File: config.mk
export PLATFORM = sky130hd
export DESIGN_NAME = pgc_combiner
export DESIGN_NICKNAME = d
export VERILOG_FILES = /design/src/rtl/pgc_pkg.sv /design/src/rtl/pgc_sync.sv /design/src/rtl/pgc_rail_qual.sv /design/src/rtl/pgc_combiner.sv
export SDC_FILE = /design/constraint.sdc
export NUM_CORES = 1
export LEC_CHECK = 0
export BUFFER_PORTS_ARGS = -buffer_cell sky130_fd_sc_hd__clkbuf_2
export CORE_ASPECT_RATIO = 0.8
export CORE_MARGIN = 2
export CORE_UTILIZATION = 40
export DETAILED_ROUTE_END_ITERATION = 12
export GPL_TIMING_DRIVEN = 0
export SYNTH_ARGS = -nofsm -noshare
export SYNTH_HDL_FRONTEND = slang
export SYNTH_SLANG_ARGS = --single-unit
export TNS_END_PERCENT = 100
File: constraint.sdc
create_clock -name clk -period 4.85 [get_ports clk]
set_clock_uncertainty 0.2 [all_clocks]
set_input_delay 0.2425 -clock clk [delete_from_list [all_inputs] [get_ports clk]]
set_output_delay 0.2425 -clock clk [all_outputs]
set_load 0.05 [all_outputs]
File: src/rtl/pgc_pkg.sv
// Package pgc_pkg
// Shared helpers for the power-good aggregator.
// Assumes: nothing beyond IEEE 1800-2017 constant functions.
package pgc_pkg;

    // Width of a down-counter that must hold values 0..max_val.
    function automatic int unsigned cnt_width(input int unsigned max_val);
        cnt_width = (max_val < 1) ? 1 : $clog2(max_val + 1);
    endfunction

endpackage

File: src/rtl/pgc_sync.sv
// Module pgc_sync
// Two-flop synchronizer for a vector of independent level flags.
// Assumes: each bit is a slow level whose bits need no mutual coherence.
module pgc_sync #(
    parameter int unsigned WIDTH = 6
) (
    input  logic             clk,
    input  logic             rst_n,
    input  logic [WIDTH-1:0] d_async,
    output logic [WIDTH-1:0] q_sync
);

    logic [WIDTH-1:0] stage1_q;
    logic [WIDTH-1:0] stage2_q;

    // Purpose: shift the asynchronous flags through two flops; reset reads "not good".
    always_ff @(posedge clk) begin
        if (!rst_n) begin
            stage1_q <= '0;
            stage2_q <= '0;
        end else begin
            stage1_q <= d_async;
            stage2_q <= stage1_q;
        end
    end

    assign q_sync = stage2_q;

endmodule

File: src/rtl/pgc_rail_qual.sv
// Module pgc_rail_qual
// Qualifies one rail: blanks it for SETTLE_CYCLES after its enable rises,
// masks it when disabled and, for the core rail, masks out-of-regulation
// while a voltage move is in progress once the rail has been good.
// Assumes: en and busy are synchronous to clk; ok_s is already synchronized.
module pgc_rail_qual
    import pgc_pkg::*;
#(
    parameter int unsigned SETTLE_CYCLES = 4,
    parameter bit          IS_CORE       = 1'b0
) (
    input  logic clk,
    input  logic rst_n,
    input  logic en,
    input  logic ok_s,
    input  logic busy,
    output logic fault
);

    localparam int unsigned CW = cnt_width(SETTLE_CYCLES);
    localparam logic [CW-1:0] CNT_LOAD = CW'(SETTLE_CYCLES);
    localparam logic CORE_BIT = IS_CORE;

    logic          en_q;
    logic [CW-1:0] settle_cnt_q;
    logic          seen_good_q;
    logic          en_rise;
    logic          blank;
    logic          slew_mask;

    assign en_rise   = en & ~en_q;
    assign blank     = en_rise | (settle_cnt_q != '0);
    assign slew_mask = CORE_BIT & busy & seen_good_q;
    assign fault     = en & (blank | (~ok_s & ~slew_mask));

    // Purpose: remember the previous enable for edge detection.
    always_ff @(posedge clk) begin
        if (!rst_n) en_q <= 1'b0;
        else        en_q <= en;
    end

    // Purpose: settle-window counter loaded on enable rise, cleared when disabled.
    always_ff @(posedge clk) begin
        if (!rst_n || !en)          settle_cnt_q <= '0;
        else if (en_rise)           settle_cnt_q <= CNT_LOAD;
        else if (settle_cnt_q != '0) settle_cnt_q <= settle_cnt_q - 1'b1;
    end

    // Purpose: track whether the rail has been seen in regulation since its enable rose.
    always_ff @(posedge clk) begin
        if (!rst_n || !en)        seen_good_q <= 1'b0;
        else if (ok_s && !blank)  seen_good_q <= 1'b1;
    end

endmodule

File: src/rtl/pgc_combiner.sv
// Module pgc_combiner (top)
// Combines per-rail qualified faults, the all-off condition and input lockout
// into one registered open-drain power-good pin model.
// Assumes: rail_en, core_slewing, uvlo_active and backup_ok are synchronous
// to clk; rail_ok_async may be asynchronous.
module pgc_combiner #(
    parameter int unsigned NUM_RAILS     = 6,
    parameter int unsigned CORE_IDX      = 2,
    parameter int unsigned SETTLE_CYCLES = 4
) (
    input  logic                 clk,
    input  logic                 rst_n,
    input  logic [NUM_RAILS-1:0] rail_en,
    input  logic [NUM_RAILS-1:0] rail_ok_async,
    input  logic                 core_slewing,
    input  logic                 uvlo_active,
    input  logic                 backup_ok,
    output logic                 pg_pin_level,
    output logic                 pg_pull_en
);

    logic [NUM_RAILS-1:0] rail_ok_s;
    logic [NUM_RAILS-1:0] rail_fault;
    logic                 none_enabled;
    logic                 any_fault;
    logic                 pull_q;

    pgc_sync #(.WIDTH(NUM_RAILS)) sync_i (
        .clk     (clk),
        .rst_n   (rst_n),
        .d_async (rail_ok_async),
        .q_sync  (rail_ok_s)
    );

    for (genvar g = 0; g < NUM_RAILS; g++) begin : g_rail
        pgc_rail_qual #(
            .SETTLE_CYCLES (SETTLE_CYCLES),
            .IS_CORE       (g == CORE_IDX)
        ) qual_i (
            .clk   (clk),
            .rst_n (rst_n),
            .en    (rail_en[g]),
            .ok_s  (rail_ok_s[g]),
            .busy  (core_slewing),
            .fault (rail_fault[g])
        );
    end

    assign none_enabled = ~|rail_en;
    assign any_fault    = (|rail_fault) | none_enabled | uvlo_active;

    // Purpose: register the pin drive; reset holds the pin low.
    always_ff @(posedge clk) begin
        if (!rst_n) pull_q <= 1'b1;
        else        pull_q <= any_fault & backup_ok;
    end

    assign pg_pull_en   = pull_q;
    assign pg_pin_level = ~pull_q;

endmodule

* Word-level counts from Yosys, hierarchy flattened *
Cells that the tools add are included.

word-level totals
  register bits after elaboration = 38
  logic and storage cells = 119
  input bits = 17

cells by class
  add/subtract/negate cells = 6
  muxes and demuxes = 12
  bitwise operators = 43
  reduce and logical (&&, ||, !) cells = 36

operator list
  kind                                                                 number
  3-bit two-way mux                                                    12
  3-bit nonzero test                                                   6
  3-bit by 1-bit subtractor with 3-bit output (second input constant)  6
  1-bit AND                                                            15
  1-bit inverter                                                       14
  1-bit bitwise OR                                                     14
  2-bit nonzero test                                                   6
  2-bit OR reduction                                                   6
  6-bit OR reduction                                                   2
  1-bit zero test                                                      9
  1-bit logical OR                                                     6
  1-bit logical AND                                                    1

* Logic depth before layout (Yosys ltp) *
  word-level depth = 9
  depth in mapped cells = 7
  gate-level depth less buffers = 7

* Cells and area by module *
A second synthesis with hierarchy kept.

second synthesis, totals
  cell total of the unflattened synthesis = 165
  area total of the unflattened synthesis = 1627.8 sq um

modules (own cells, without submodules)
  module                                sequential area each (sq um)  cells each  times used  area an instance (sq um)
  pgc_rail_qual (g_rail[0].qual_i ...)  80.1                          21          5           197.7
  pgc_sync                              240.2                         25          1           336.6
  pgc_rail_qual (g_rail[2].qual_i)      100.1                         26          1           232.7
  pgc_combiner                          20.0                          9           1           70.1

* Worst setup path before layout *
OpenSTA, ideal clock, no wires.

  path type = reg2reg
  start point = register g_rail[4].qual_i.settle_cnt_q[0]
  end point = register pull_q (netlist: pg_pull_en)
  path buffers = 0
  path slack = 3.268 ns
  cell stages (with the launch flop) = 8
  data required time = 4.518 ns
  arrival time = 1.249 ns
  library setup time = 0.132 ns
  cells stage by stage = dfxtp_1 -> inv_1 -> ha_1 -> ha_1 -> nand3_1 -> a22o_1 -> nor3_1 -> a32oi_1

between the ends
  longest elaborated chain between the ends = 8

ends and longest elaborated chain
  item                           line                 RTL
  start, declared                pgc_rail_qual.sv:25  logic [CW-1:0] settle_cnt_q;
  start signal, assigned         pgc_rail_qual.sv:46  else if (settle_cnt_q != '0) settle_cnt_q <= settle_cnt_q - 1'b1;
  3-bit nonzero test             pgc_rail_qual.sv:32  assign blank = en_rise | (settle_cnt_q != '0);
  1-bit bitwise OR               pgc_rail_qual.sv:32
  1-bit bitwise OR               pgc_rail_qual.sv:34  assign fault = en & (blank | (~ok_s & ~slew_mask));
  1-bit AND                      pgc_rail_qual.sv:34
  6-bit OR reduction             pgc_combiner.sv:50   assign any_fault = (|rail_fault) | none_enabled | uvlo_active;
  1-bit bitwise OR (2 in a row)  pgc_combiner.sv:50
  1-bit AND                      pgc_combiner.sv:55   else pull_q <= any_fault & backup_ok;
  end signal, assigned           pgc_combiner.sv:55
  end, declared                  pgc_combiner.sv:26   logic pull_q;

Every way passes these cells.
A chain may end at the register's enable or synchronous reset.

* Final worst setup path *
  start point = register g_rail[0].qual_i.settle_cnt_q[0]
  end point = register pull_q (netlist: pg_pull_en)

between the ends
  longest elaborated chain between the ends = 8

ends and longest elaborated chain
  item                           line
  start, declared                pgc_rail_qual.sv:25
  start signal, assigned         pgc_rail_qual.sv:46
  3-bit nonzero test             pgc_rail_qual.sv:32
  1-bit bitwise OR               pgc_rail_qual.sv:32
  1-bit bitwise OR               pgc_rail_qual.sv:34
  1-bit AND                      pgc_rail_qual.sv:34
  6-bit OR reduction             pgc_combiner.sv:50
  1-bit bitwise OR (2 in a row)  pgc_combiner.sv:50
  1-bit AND                      pgc_combiner.sv:55

Every way passes these cells.

==> metrics.md <==
| Metric | Value |
|---|---|
| Most frequent cells in the layout | `sky130_fd_sc_hd__dfxtp_1, sky130_fd_sc_hd__inv_1, sky130_fd_sc_hd__nor2_1` |
| Cell area after synthesis | `1610 um^2` |
| Kind of start point of the critical path | `flop` |
| Hold Path End | `g_rail[5].qual_i.en_q` |
| Placement row count | `20` |
| Total Negative Setup Slacks | `0 ns` |
| RSZ-0062 raised after global routing | `no` |
| Starting DRT DRC Count | `49` |
| Async S/R FF share, synth | `0%` |
| Final HPWL DP | `1930 um` |
| Full die area | `4560 um^2` |
| Outcome | `finished clean` |
| Max-slew headroom | `75.7%` |
| Post-Synthesis Net Count | `208` |
| WHS | `0.0428 ns` |
| Number of synthesized flops with an enable pin | `0` |
| Number of antenna violations at the first check in global routing | `0` |
| Root buffer selected by CTS | `sky130_fd_sc_hd__clkbuf_8` |
| Launch point of the critical path | `g_rail[0].qual_i.settle_cnt_q[0]` |
| Kind of critical path | `flop to flop` |
| Post-synthesis sequential area ratio | `47.2%` |
| Cell count after synthesis | `173` |
| Clock power share | `33.7%` |
| Final routed wire length divided by cell count | `9.87 um` |
| Critical path data arrival time | `1.69 ns` |
| Die width | `75.0 um` |
| Peak Freq | `577 MHz` |
| Hold_buf cts | `7` |
| Reported leakage power | `0.898 nW` |
| Worst reg2reg setup slack | `3.12 ns` |
| Weighted congestion at the end of routability-driven global placement | `0.769` |
| First-pass GRT wire length | `4900 um` |
| Tightest Hold Check Type | `input pin to flop` |
| Reg2reg end | `pg_pull_en` |
| Fill count | `347` |
| Simple-gate portion of the synthesized area | `17.7%` |
| Seq. cell area | `761 um^2` |
| Via count of the first global-routing pass | `1176` |
| Synth Area in Adders | `14.0%` |
| CTS Buf Count | `5` |
| Count of cells resized by post-cts repair | `0` |
| Proportion of power drawn by flip-flops and latches | `56.8%` |
| Vias post-DR | `1124` |
| Clock Pin Slew Worst Setup and Hold Paths | `0.07 ns` |
| Final period util | `35.7%` |
| Depth of the most critical reg-to-reg path | `6` |
| Highest ir drop seen on vdd | `0.202 mV` |
| DR DRC count | `0` |
| Pin count of the biggest net entering global routing | `11` |
| Slew at the pin with the worst max-slew slack | `0.364 ns` |
| Parity-gate share of the synthesized area counting xor and xnor cells | `3.26%` |
| Top flip-flop cell by instance count after synthesis | `sky130_fd_sc_hd__dfxtp_1` |
| CTS tree | `done` |
| Total number of H-tree levels | `2` |
| Later-pin clock latency in the skew report | `0.29 ns` |
| Maximum fanout encountered on the critical timing path | `5` |
| I/O Pins | `19` |
| Most common cell after layout, fill and taps aside | `sky130_fd_sc_hd__dfxtp_1` |
| Post-CTS setup buffers | `0` |
| Hold wc startpoint | `rail_en[5]` |
| Final Max Tran Viols | `0` |
| Internal power of the cells | `450 uW` |
| Flip-flop and latch count after synthesis | `38` |
| Floorplan Core Area | `3830 um^2` |
| Synthesized-area fraction occupied by ao, oa, aoi and oai cells | `7.21%` |
| Die height | `60.8 um` |
| Combinational group share of total power | `9.5%` |
| Remaining antenna violation count | `0` |
| Count of buffers inserted at the top-level ports | `18` |
| GRT Util Overall | `14.7%` |
| Vias per cell | `4.32` |
| Area Growth Syn to Fin | `18.9%` |
| Portion of netlist area occupied by mux cells | `3.72%` |
| Total Power | `581 uW` |
| Combinational family with the most area after synthesis | `simple AND/OR/NAND/NOR gates` |
| Number of library cell types mapped by synthesis | `24` |
| Proportion of total power due to net switching | `22.6%` |
| Multi-input gate area | `739 um^2` |
| Number of warning messages in the yosys log | `0` |
| Final Critical Period | `1.73 ns` |
| Critical path data required time | `4.80 ns` |
| Bufs on Longest Clock Path | `2` |
| Max-cap violations | `0` |
| Aggregate global routing overflow | `0` |
| Share of cells above drive strength 1 | `11.7%` |
| Endpoint kind of the worst setup timing path | `flop` |
| Count of TritonRoute iterations in the first routing pass | `4` |
| Number of antenna diodes | `0` |
| Total Nets Final | `240` |
| Reported net switching power | `131 uW` |
| # clock sinks | `38` |
| Avg Inst Size Synth | `9.32 um^2` |
| Final WL | `2570 um` |
| Layout Utilization | `50.1%` |
| Endpoints failing setup | `0` |
| Starting density of the core | `42.1%` |
| Power Density | `303 nW/um^2` |
| Final Hold Vio Count | `0` |
| Cell depth of the worst min-delay path | `2` |
| Start of the worst register-to-register path | `g_rail[0].qual_i.settle_cnt_q[0]` |
[per-layer routing]
metal	global-route usage [%]	vias up	share of wire, %
met5	0	-	0
met4	7.65	0	2.7
met3	5.48	10	3.9
met2	24.2	15	47
met1	16.7	496	47
li1	-	603	-
[how the worst max path moves through the flow]
stage	slack, ns	cells after the start	endpoint
4_1_cts	3.10	7	pg_pull_en
5_1_grt	2.92	7	pg_pull_en
6_report	3.12	6	pg_pull_en
2_1_floorplan	3.27	7	pg_pull_en
3_3_place_gp	3.14	7	pg_pull_en
3_5_place_dp	3.11	7	pg_pull_en
[kinds of logic (layout without fill, tap and decap cells)]
family / after synthesis / in the layout
simple gates: 57 / 57
flops: 38 / 38
buf+inv: 30 / 62
fa+ha+maj: 18 / 18
compound gates: 18 / 18
xor+xnor: 6 / 6
mux: 6 / 6
[Yosys cell counts, drive strengths merged (2+ instances only)]
library cell | number | area, um^2
dfxtp | 38 | 761
inv | 27 | 101
nor2 | 19 | 71.3
ha | 18 | 225
and2 | 17 | 106
nand2 | 11 | 41.3
a21oi | 8 | 40.0
mux2i | 6 | 60.1
xor2 | 6 | 52.6
a21boi | 5 | 37.5
clkbuf | 3 | 11.3
nand3 | 2 | 10.0
nor3 | 2 | 15.0
or2b | 2 | 15.0
[stage by stage]
stage          worst slack (ns)  instances  area (um^2)
2_1_floorplan              3.27        173         1610
3_5_place_dp               3.11        246         1770
4_1_cts                    3.10        260         1920
5_1_grt                    2.92        260         1920
6_report                   3.12        260         1920
3_3_place_gp               3.14        246         1770
[power by group through the flow]
stage / Sequential [mW] / Combinational, mW / Clock, mW
CTS: 0.330 / 0.0559 / 0.207
finish: 0.330 / 0.0550 / 0.196
global route: 0.331 / 0.0635 / 0.220
detailed placement: 0.337 / 0.0510 / 0
global placement: 0.336 / 0.0486 / 0
floorplan: 0.337 / 0.0341 / 0
[worst max-delay path, stage by stage, from the launching register on]
cell                       delay, ns
sky130_fd_sc_hd__dfxtp_1        0.33
sky130_fd_sc_hd__inv_1          0.06
sky130_fd_sc_hd__ha_1           0.18
sky130_fd_sc_hd__ha_1           0.29
sky130_fd_sc_hd__nand2_1        0.08
sky130_fd_sc_hd__a222oi_1       0.33
sky130_fd_sc_hd__a32oi_1        0.13
[state kept, by name (all words and copies together) (netlist names)]
| register | flops |
|---|---|
| g_rail.qual_i.seen_good_q | 1 |
| g_rail.qual_i.en_q | 6 |
| pg_pull_en | 1 |
| sync_i.stage1_q | 6 |
| sync_i.q_sync | 6 |
| g_rail.qual_i.settle_cnt_q | 18 |
[final cells by class]
type | instances | share of cell area [%]
flip-flops and latches | 38 | 39.7
multi-input cells | 105 | 38.6
repair buffers | 25 | 8.35
inverters | 27 | 5.28
clock buffers | 7 | 3.98
well taps | 55 | 3.59
plain buffers | 3 | 0.587
Power figures use the tool's default switching activity.
